$ cat config.mk
export PLATFORM = sky130hd
export DESIGN_NAME = clkout_gen
export DESIGN_NICKNAME = d
export VERILOG_FILES = /design/src/rtl/clkout_pkg.sv /design/src/rtl/clkout_ctrl_reg.sv /design/src/rtl/clkout_div_sel.sv /design/src/rtl/clkout_phase_gen.sv /design/src/rtl/clkout_gen.sv
export SDC_FILE = /design/constraint.sdc
export NUM_CORES = 1
export LEC_CHECK = 0
export ABC_AREA = 1
export ABC_CLOCK_PERIOD_IN_PS = 2300
export BUFFER_PORTS_ARGS = -buffer_cell sky130_fd_sc_hd__buf_4
export CAP_MARGIN = 20
export CORE_MARGIN = 2
export CORE_UTILIZATION = 55
export DETAILED_ROUTE_END_ITERATION = 6
export PLACE_DENSITY = 0.85
export SETUP_SLACK_MARGIN = 0.4
export SLEW_MARGIN = 10
export SYNTH_ARGS = -nofsm -noshare
export SYNTH_HDL_FRONTEND = slang
export SYNTH_SLANG_ARGS = --single-unit
$ cat constraint.sdc
create_clock -name clk_i -period 2.3 [get_ports clk_i]
set_clock_uncertainty 0.1 [all_clocks]
set_input_delay 0.115 -clock clk_i [delete_from_list [all_inputs] [get_ports clk_i]]
set_output_delay 0.115 -clock clk_i [all_outputs]
set_load 0.05 [all_outputs]
$ cat src/rtl/clkout_pkg.sv
package clkout_pkg;

  // control register layout, MSB first
  typedef struct packed {
    logic       act;        // 7: activity flag, read-clear
    logic       c1_frac;    // 6: clk1 /1.5 when c1_half = 0
    logic       core_half;  // 5: core clock /2
    logic       c2_en;      // 4
    logic [1:0] c2_sel;     // 3:2
    logic       c1_en;      // 1
    logic       c1_half;    // 0: clk1 /2
  } ctrl_t;

  localparam int NCH = 4;

  typedef enum int {
    CH_OSC  = 0,
    CH_CORE = 1,
    CH_C1   = 2,
    CH_C2   = 3
  } ch_e;

endpackage

$ cat src/rtl/clkout_ctrl_reg.sv
module clkout_ctrl_reg
  import clkout_pkg::*;
(
  input  logic       clk_i,
  input  logic       rst_ni,
  input  logic       wr_en_i,
  input  logic [7:0] wr_data_i,
  input  logic       rd_en_i,
  input  logic       activity_i,
  output ctrl_t      ctrl_o
);

  ctrl_t ctrl_q;

  always_ff @(posedge clk_i or negedge rst_ni) begin
    if (!rst_ni) begin
      ctrl_q <= '0;
    end else begin
      if (wr_en_i) begin
        ctrl_q.c1_frac   <= wr_data_i[6];
        ctrl_q.core_half <= wr_data_i[5];
        ctrl_q.c2_en     <= wr_data_i[4];
        ctrl_q.c2_sel    <= wr_data_i[3:2];
        ctrl_q.c1_en     <= wr_data_i[1];
        ctrl_q.c1_half   <= wr_data_i[0];
      end
      // set wins over read-clear
      if (activity_i)   ctrl_q.act <= 1'b1;
      else if (rd_en_i) ctrl_q.act <= 1'b0;
    end
  end

  assign ctrl_o = ctrl_q;

endmodule

$ cat src/rtl/clkout_div_sel.sv
module clkout_div_sel
  import clkout_pkg::*;
#(
  parameter int CNT_W     = 5,
  parameter int OSC_HP    = 2,
  parameter int HALF_HP   = 4,
  parameter int FRAC_HP   = 3,
  parameter int C2_HP_S0  = 15,
  parameter int C2_HP_S1  = 12,
  parameter int C2_HP_S2  = 24,
  parameter int C2_HP_S3  = 20
) (
  input  ctrl_t                        ctrl_i,
  output logic [NCH-1:0]               en_o,
  output logic [NCH-1:0][CNT_W-1:0]    per_o,
  output logic [NCH-1:0][CNT_W-1:0]    hi_o
);

  logic [NCH-1:0][CNT_W-1:0] per;

  always_comb begin
    per[CH_OSC]  = CNT_W'(OSC_HP);
    per[CH_CORE] = ctrl_i.core_half ? CNT_W'(HALF_HP) : CNT_W'(OSC_HP);
    if (ctrl_i.c1_half)      per[CH_C1] = CNT_W'(HALF_HP);
    else if (ctrl_i.c1_frac) per[CH_C1] = CNT_W'(FRAC_HP);
    else                     per[CH_C1] = CNT_W'(OSC_HP);
    unique case (ctrl_i.c2_sel)
      2'd0:    per[CH_C2] = CNT_W'(C2_HP_S0);
      2'd1:    per[CH_C2] = CNT_W'(C2_HP_S1);
      2'd2:    per[CH_C2] = CNT_W'(C2_HP_S2);
      default: per[CH_C2] = CNT_W'(C2_HP_S3);
    endcase
  end

  // odd periods give the extra half-period to the high phase
  for (genvar g = 0; g < NCH; g++) begin : g_hi
    logic [CNT_W:0] sum;
    assign sum      = {1'b0, per[g]} + 1'b1;
    assign hi_o[g]  = sum[CNT_W:1];
  end

  assign per_o        = per;
  assign en_o[CH_OSC]  = 1'b1;
  assign en_o[CH_CORE] = 1'b1;
  assign en_o[CH_C1]   = ctrl_i.c1_en;
  assign en_o[CH_C2]   = ctrl_i.c2_en;

endmodule

$ cat src/rtl/clkout_phase_gen.sv
module clkout_phase_gen #(
  parameter int CNT_W = 5
) (
  input  logic             clk_i,
  input  logic             rst_ni,
  input  logic             en_i,
  input  logic [CNT_W-1:0] per_i,
  input  logic [CNT_W-1:0] hi_i,
  output logic             clk_o
);

  logic             run_q;
  logic [CNT_W-1:0] cnt_q, per_q, hi_q;
  logic             wrap;

  assign wrap = (cnt_q == per_q - 1'b1);

  always_ff @(posedge clk_i or negedge rst_ni) begin
    if (!rst_ni) begin
      run_q <= 1'b0;
      cnt_q <= '0;
      per_q <= CNT_W'(2);
      hi_q  <= CNT_W'(1);
    end else if (!en_i) begin
      run_q <= 1'b0;
      cnt_q <= '0;
    end else begin
      run_q <= 1'b1;
      // ratio is sampled only at a period boundary
      if (!run_q || wrap) begin
        cnt_q <= '0;
        per_q <= per_i;
        hi_q  <= hi_i;
      end else begin
        cnt_q <= cnt_q + 1'b1;
      end
    end
  end

  assign clk_o = run_q & (cnt_q < hi_q);

endmodule

$ cat src/rtl/clkout_gen.sv
module clkout_gen
  import clkout_pkg::*;
#(
  parameter int OSC_HP   = 2,
  parameter int HALF_HP  = 4,
  parameter int FRAC_HP  = 3,
  parameter int C2_HP_S0 = 15,
  parameter int C2_HP_S1 = 12,
  parameter int C2_HP_S2 = 24,
  parameter int C2_HP_S3 = 20
) (
  input  logic       clk_i,
  input  logic       rst_ni,
  input  logic       wr_en_i,
  input  logic [7:0] wr_data_i,
  input  logic       rd_en_i,
  output logic [7:0] rd_data_o,
  input  logic       activity_i,
  output logic       osc_o,
  output logic       core_clk_o,
  output logic       clk1_o,
  output logic       clk2_o,
  output logic       sleep_block_o
);

  function automatic int max_of(input int a, input int b);
    return (a > b) ? a : b;
  endfunction

  localparam int HP_MAX = max_of(max_of(max_of(OSC_HP, HALF_HP), max_of(FRAC_HP, C2_HP_S0)),
                                 max_of(max_of(C2_HP_S1, C2_HP_S2), C2_HP_S3));
  localparam int CNT_W  = $clog2(HP_MAX + 1);

  ctrl_t                     ctrl;
  logic [NCH-1:0]            en;
  logic [NCH-1:0][CNT_W-1:0] per, hi;
  logic [NCH-1:0]            clk_v;

  clkout_ctrl_reg u_reg (
    .clk_i      (clk_i),
    .rst_ni     (rst_ni),
    .wr_en_i    (wr_en_i),
    .wr_data_i  (wr_data_i),
    .rd_en_i    (rd_en_i),
    .activity_i (activity_i),
    .ctrl_o     (ctrl)
  );

  clkout_div_sel #(
    .CNT_W    (CNT_W),
    .OSC_HP   (OSC_HP),
    .HALF_HP  (HALF_HP),
    .FRAC_HP  (FRAC_HP),
    .C2_HP_S0 (C2_HP_S0),
    .C2_HP_S1 (C2_HP_S1),
    .C2_HP_S2 (C2_HP_S2),
    .C2_HP_S3 (C2_HP_S3)
  ) u_sel (
    .ctrl_i (ctrl),
    .en_o   (en),
    .per_o  (per),
    .hi_o   (hi)
  );

  for (genvar g = 0; g < NCH; g++) begin : g_ch
    clkout_phase_gen #(.CNT_W(CNT_W)) u_gen (
      .clk_i  (clk_i),
      .rst_ni (rst_ni),
      .en_i   (en[g]),
      .per_i  (per[g]),
      .hi_i   (hi[g]),
      .clk_o  (clk_v[g])
    );
  end

  assign rd_data_o     = ctrl;
  assign sleep_block_o = ctrl.act;
  assign osc_o         = clk_v[CH_OSC];
  assign core_clk_o    = clk_v[CH_CORE];
  assign clk1_o        = clk_v[CH_C1];
  assign clk2_o        = clk_v[CH_C2];

endmodule

# Yosys cells after proc, flatten, opt, wreduce, memory -nomap -nowiden
# Index checks and enable logic that the tools add are counted.
[totals]
ff_bits = 61
out_inout_bits = 13
word_cells = 69
[classes]
addsub = 10
order_cmp = 4
eq_ne = 6
mux = 14
n_bitwise = 4
n_reduce_logical = 11
[ops]
columns = ["op", "count"]
rows = [
  ["5-bit two-way mux", 6],
  ["5-bit by 1-bit adder with 5-bit output, second input constant", 4],
  ["5-bit by 1-bit adder with 6-bit output, second input constant", 3],
  ["5-bit equality test", 3],
  ["5-bit < comparator", 3],
  ["5-bit one-hot mux with 3 select lines", 1],
  ["5-bit by 1-bit subtractor with 5-bit output, second input constant", 3],
  ["3-bit two-way mux", 2],
  ["5-bit by 1-bit equality test with 1-bit output, second input constant", 1],
  ["5-bit by 1-bit < comparator with 1-bit output, second input constant", 1],
  ["1-bit two-way mux", 5],
  ["1-bit bitwise AND", 4],
  ["1-bit logical OR", 4],
  ["2-bit AND reduction", 2],
  ["1-bit zero test", 3],
  ["2-bit by 1-bit equality test with 1-bit output, second input constant", 1],
  ["2-bit equality test, second input constant", 1],
  ["2-bit zero test", 1],
  ["2-bit nonzero test", 1],
]

# Longest topological paths before layout
[depth]
word_depth = 5
mapped_depth = 13
depth_no_buf = 13

# Hierarchy
# A second synthesis with hierarchy kept.
[hier_totals]
hier_cells = 588
hier_area_um2 = 4778.3
[by_module_without_submodules]
columns = ["module", "instances", "cells_per_inst", "area_per_inst_um2", "seq_area_each_um2"]
rows = [
  ["clkout_phase_gen", 4, 124, 1022.2, 402.9],
  ["clkout_div_sel", 1, 56, 372.9, 0.0],
  ["clkout_ctrl_reg", 1, 35, 309.0, 200.2],
  ["clkout_gen", 1, 1, 7.5, 0.0],
]

# Worst setup path before layout
# No wires, ideal clock.
[synth_path]
path_type = "register -> output"
from = "reg g_ch[2].u_gen.cnt_q[1]"
to = "out clk1_o"
arrival_time_ps = 2236
t_required_ps = 2085
slack_ps = -151
path_stages_with_launch = 5
cell_sequence = "dfrtp_1 > ha_1 > nand2_1 > nand3_1 > nor4_1"
[synth_between]
elab_chain_len = 2
[synth_lines]
columns = ["element", "line", "text"]
rows = [
  ["start, declared", "clkout_phase_gen.sv:13", "logic [CNT_W-1:0] cnt_q, per_q, hi_q;"],
  ["start signal, assigned", "clkout_phase_gen.sv:35", "cnt_q <= cnt_q + 1'b1;"],
  ["5-bit < comparator", "clkout_phase_gen.sv:40", "assign clk_o = run_q & (cnt_q < hi_q);"],
  ["1-bit bitwise AND", "clkout_phase_gen.sv:40", ""],
  ["end, declared", "clkout_gen.sv:21", "output logic clk1_o,"],
]
# Every way passes these cells.

# Worst setup path in the final report
[layout_path]
from = "reg g_ch[2].u_gen.per_q[1]"
to = "reg g_ch[2].u_gen.hi_q[0]"
[layout_between]
elab_chain_len = 4
[layout_lines]
columns = ["element", "line", "text"]
rows = [
  ["start, declared", "clkout_phase_gen.sv:13", ""],
  ["start signal, assigned", "clkout_phase_gen.sv:32", "per_q <= per_i;"],
  ["5-bit by 1-bit subtractor with 5-bit output", "clkout_phase_gen.sv:16", "assign wrap = (cnt_q == per_q - 1'b1);"],
  ["5-bit equality test", "clkout_phase_gen.sv:16", ""],
  ["1-bit logical OR", "clkout_phase_gen.sv:30", "if (!run_q || wrap) begin"],
  ["2-bit AND reduction (no source line)", "--", ""],
  ["end signal, assigned", "clkout_phase_gen.sv:33", "hi_q <= hi_i;"],
  ["end, declared", "clkout_phase_gen.sv:13", ""],
]
# Every way passes these cells.
# A chain may end at the register's enable or synchronous reset.

==> summary.md <==
| Metric | Value |
|---|---|
| Status | `finished clean` |
| Non-Filler Instances | `402` |
| Die area | `5380 um^2` |
| Fillers | `322` |
| Least-Margin Pin Slew | `665 ps` |
| Beginning of the critical path | `g_ch[2].u_gen.per_q[1]` |
| Post-route clock period utilization | `0.838` |
| CP delay by family, top | `flip-flops` |
| HP Class | `input port to flip-flop` |
| Slew Viols, Final | `0` |
| Total CTS buffers | `5` |
| Overflow after GRT | `0` |
| Seq pwr share | `0.434` |
| Comb pwr share | `0.375` |
| CTS root buf | `clkbuf_8` |
| 1st-pass router iterations | `4` |
| Number of enable flip-flop cells after synthesis | `0` |
| Primary FF master, synth | `dfrtp_1` |
| List of most frequent post-synthesis cells | `nand2_1, dfrtp_1, inv_1` |
| Syn_nets | `332` |
| DP Cell Count | `368` |
| Gpl congestion | `0.789` |
| Synth area leader | `dfrtp_1` |
| Fin. Hold Viols | `0` |
| Peak VDD IR | `0.588 mV` |
| Core Area | `4690 um^2` |
| Critical path cell sequence | `inv_2 -> ha_4 -> ha_4 -> xnor2_2 -> nor2_1 -> nand3_1 -> nand2_2 -> buf_6 -> nand3_2 -> nand2_1` |
| CTS tree | `done` |
| Die height | `73.3 um` |
| Placed standard-cell area | `2840 um^2` |
| Reg2reg start | `g_ch[2].u_gen.per_q[1]` |
| Post-Syn Instances | `298` |
| Chip width | `73.3 um` |
| Initial Utilization | `0.563` |
| Slew margin rel. | `0.557` |
| H-Tree Depth | `2` |
| Hold Slack | `13.1 ps` |
| Vias | `2168` |
| Clock share of power | `0.192` |
| Routed WL per cell | `14.8 um` |
| # port buffers | `24` |
| Crit path time final | `1930 ps` |
| DP Wirelength | `3480 um` |
| Max Cap Viol | `0` |
| Layout cells sized above 1 | `0.310` |
| Mapped cell area | `2640 um^2` |
| Yosys top cell area share | `0.407` |
| CP Data Required Time | `2450 ps` |
| Diode count | `0` |
| Cell internal pwr | `1560 uW` |
| Critical Path Fanout Max | `3` |
| Startpoint Class | `flip-flop` |
| Avg Cell Area, Syn | `8.87 um^2` |
| Post-route ant nets | `0` |
| Drt initial violations | `95` |
| Slowest stage delay, CP | `550 ps` |
| DRC errors left | `0` |
| LEAKAGE | `0.00164 uW` |
| Num ports | `26` |
| Post-synthesis sequential area ratio | `0.457` |
| Most used cell along the critical path | `ha_4` |
| GRT Total Usage | `0.208` |
| Setup TNS Final | `0 ps` |
| Synth area leaders | `dfrtp_1, ha_1, nand2_1` |
| Final setup viols | `0` |
| Worst Path Class, Setup | `flip-flop to flip-flop` |
| Worst hold start | `wr_en_i` |
| Fmax | `519 MHz` |
| Number of global-route vias before repair | `1989` |
| Worst setup EP type | `flip-flop` |
| Yosys reg bits | `48` |
| Power per cell area | `757 nW/um^2` |
| Sw Pwr | `947 uW` |
| YS warnings | `0` |
| Switching power share of the total | `0.377` |
| Largest net degree at the start of global routing | `49` |
| Drt total wl | `5950 um` |
| Design area | `3320 um^2` |
| Via/cell ratio | `5.39` |
| RSZ-0062 raised after global routing | `true` |
| Worst path bufs/invs | `2` |
| Initial antenna violation count | `0` |
| Standard-cell row count | `25` |
| Post-synthesis async set-or-reset flop share | `1.00` |
| Netlist cell types | `31` |
| First-pass GRT wire length | `8530 um` |
| Clk_lat worst skew | `310 ps` |
| Reg clk slew, reported paths | `90 ps` |
| # clock sinks | `48` |
| Critical Path Slowest Stage Cell | `dfstp_2` |
| Arrival time at the worst endpoint | `2080 ps` |
| Max clock buf depth | `2` |
| Final net count | `382` |
| P&R area growth vs syn | `25.5%` |
| Most numerous cell in the Yosys netlist | `nand2_1` |
-- through the flow --
stage,total power [uW],util,setup slack [ps]
5_1_grt,2660,0.707,285
2_1_floorplan,1650,-,431
3_3_place_gp,1780,0.606,336
6_report,2510,0.707,373
3_5_place_dp,1820,0.606,293
4_1_cts,2420,0.671,378
-- kinds of logic after synthesis --
family,share of synthesized area
fa+ha+maj,0.0994
mux,0.00852
other cells,0.00142
flops,0.457
buf+inv,0.0829
compound gates,0.0469
xor+xnor,0.0563
simple gates,0.248
-- final cells by class --
type / instances / area, um^2 / area share
Multi-Input combinational cell: 204 / 1400 / 0.421
Inverter: 39 / 146 / 0.0441
Clock buffer: 5 / 68.8 / 0.0207
Sequential cell: 48 / 1210 / 0.365
Tap cell: 54 / 67.6 / 0.0204
Clock inverter: 2 / 12.5 / 0.00377
Timing Repair Buffer: 50 / 415 / 0.125
-- per-layer routing --
layer | part of all wire | GRT usage | wire, um
met1 | 0.41 | 0.242 | 2420
met2 | 0.53 | 0.372 | 3180
met3 | 0.035 | 0.0439 | 209
met4 | 0.025 | 0.0808 | 146
met5 | 0 | 0 | 0
-- placed cells by master (no fill, tap or decap), types with 5 or more instances in the layout --
master	count
a21oi_1	6
buf_4	36
clkbuf_8	5
dfrtp_1	40
dfstp_2	5
dlygate4sd3_1	10
ha_1	15
ha_4	6
inv_1	31
inv_2	8
nand2_1	59
nand2_2	13
nand3_1	21
nand3_2	8
nor2_1	23
o21ai_0	9
xnor2_1	6
xor2_1	9
-- worst paths after layout --
kind | endpoint | cells after the start | slack [ps]
min in group asynchronous | g_ch[2].u_gen.cnt_q[4] | 2 | 250
worst min-delay path | u_reg.ctrl_o[0] | 2 | 10
worst min register to register | g_ch[3].u_gen.per_q[1] | 2 | 370
max in group asynchronous | g_ch[3].u_gen.cnt_q[1] | 2 | 1400
worst max register to register | g_ch[2].u_gen.hi_q[0] | 10 | 370
worst max-delay path | g_ch[2].u_gen.hi_q[0] | 10 | 370
-- what timing repair did --
item / CTS / global route
hold buffers: 10 / 0
pin swaps: 16 / 18
endpoints found under the hold margin: 51 / 0
setup buffers: 6 / 9
resized for setup: 14 / 22
setup endpoints to repair: 24 / 26
cloned: 2 / 0
-- sequential cells by signal (all words and copies together), names as in the netlist --
name              flops
g_ch.u_gen.per_q      8
g_ch.u_gen.hi_q       9
u_reg.ctrl_o          8
g_ch.u_gen.cnt_q     20
g_ch.u_gen.run_q      3
-- power by group through the flow --
stage	combinational, uW	clock (uW)	sequential [uW]
6_report	941	482	1090
2_1_floorplan	572	0	1080
3_5_place_dp	736	0	1090
5_1_grt	1030	523	1100
4_1_cts	851	491	1080
3_3_place_gp	698	0	1080
(Power assumes the default switching activity.)
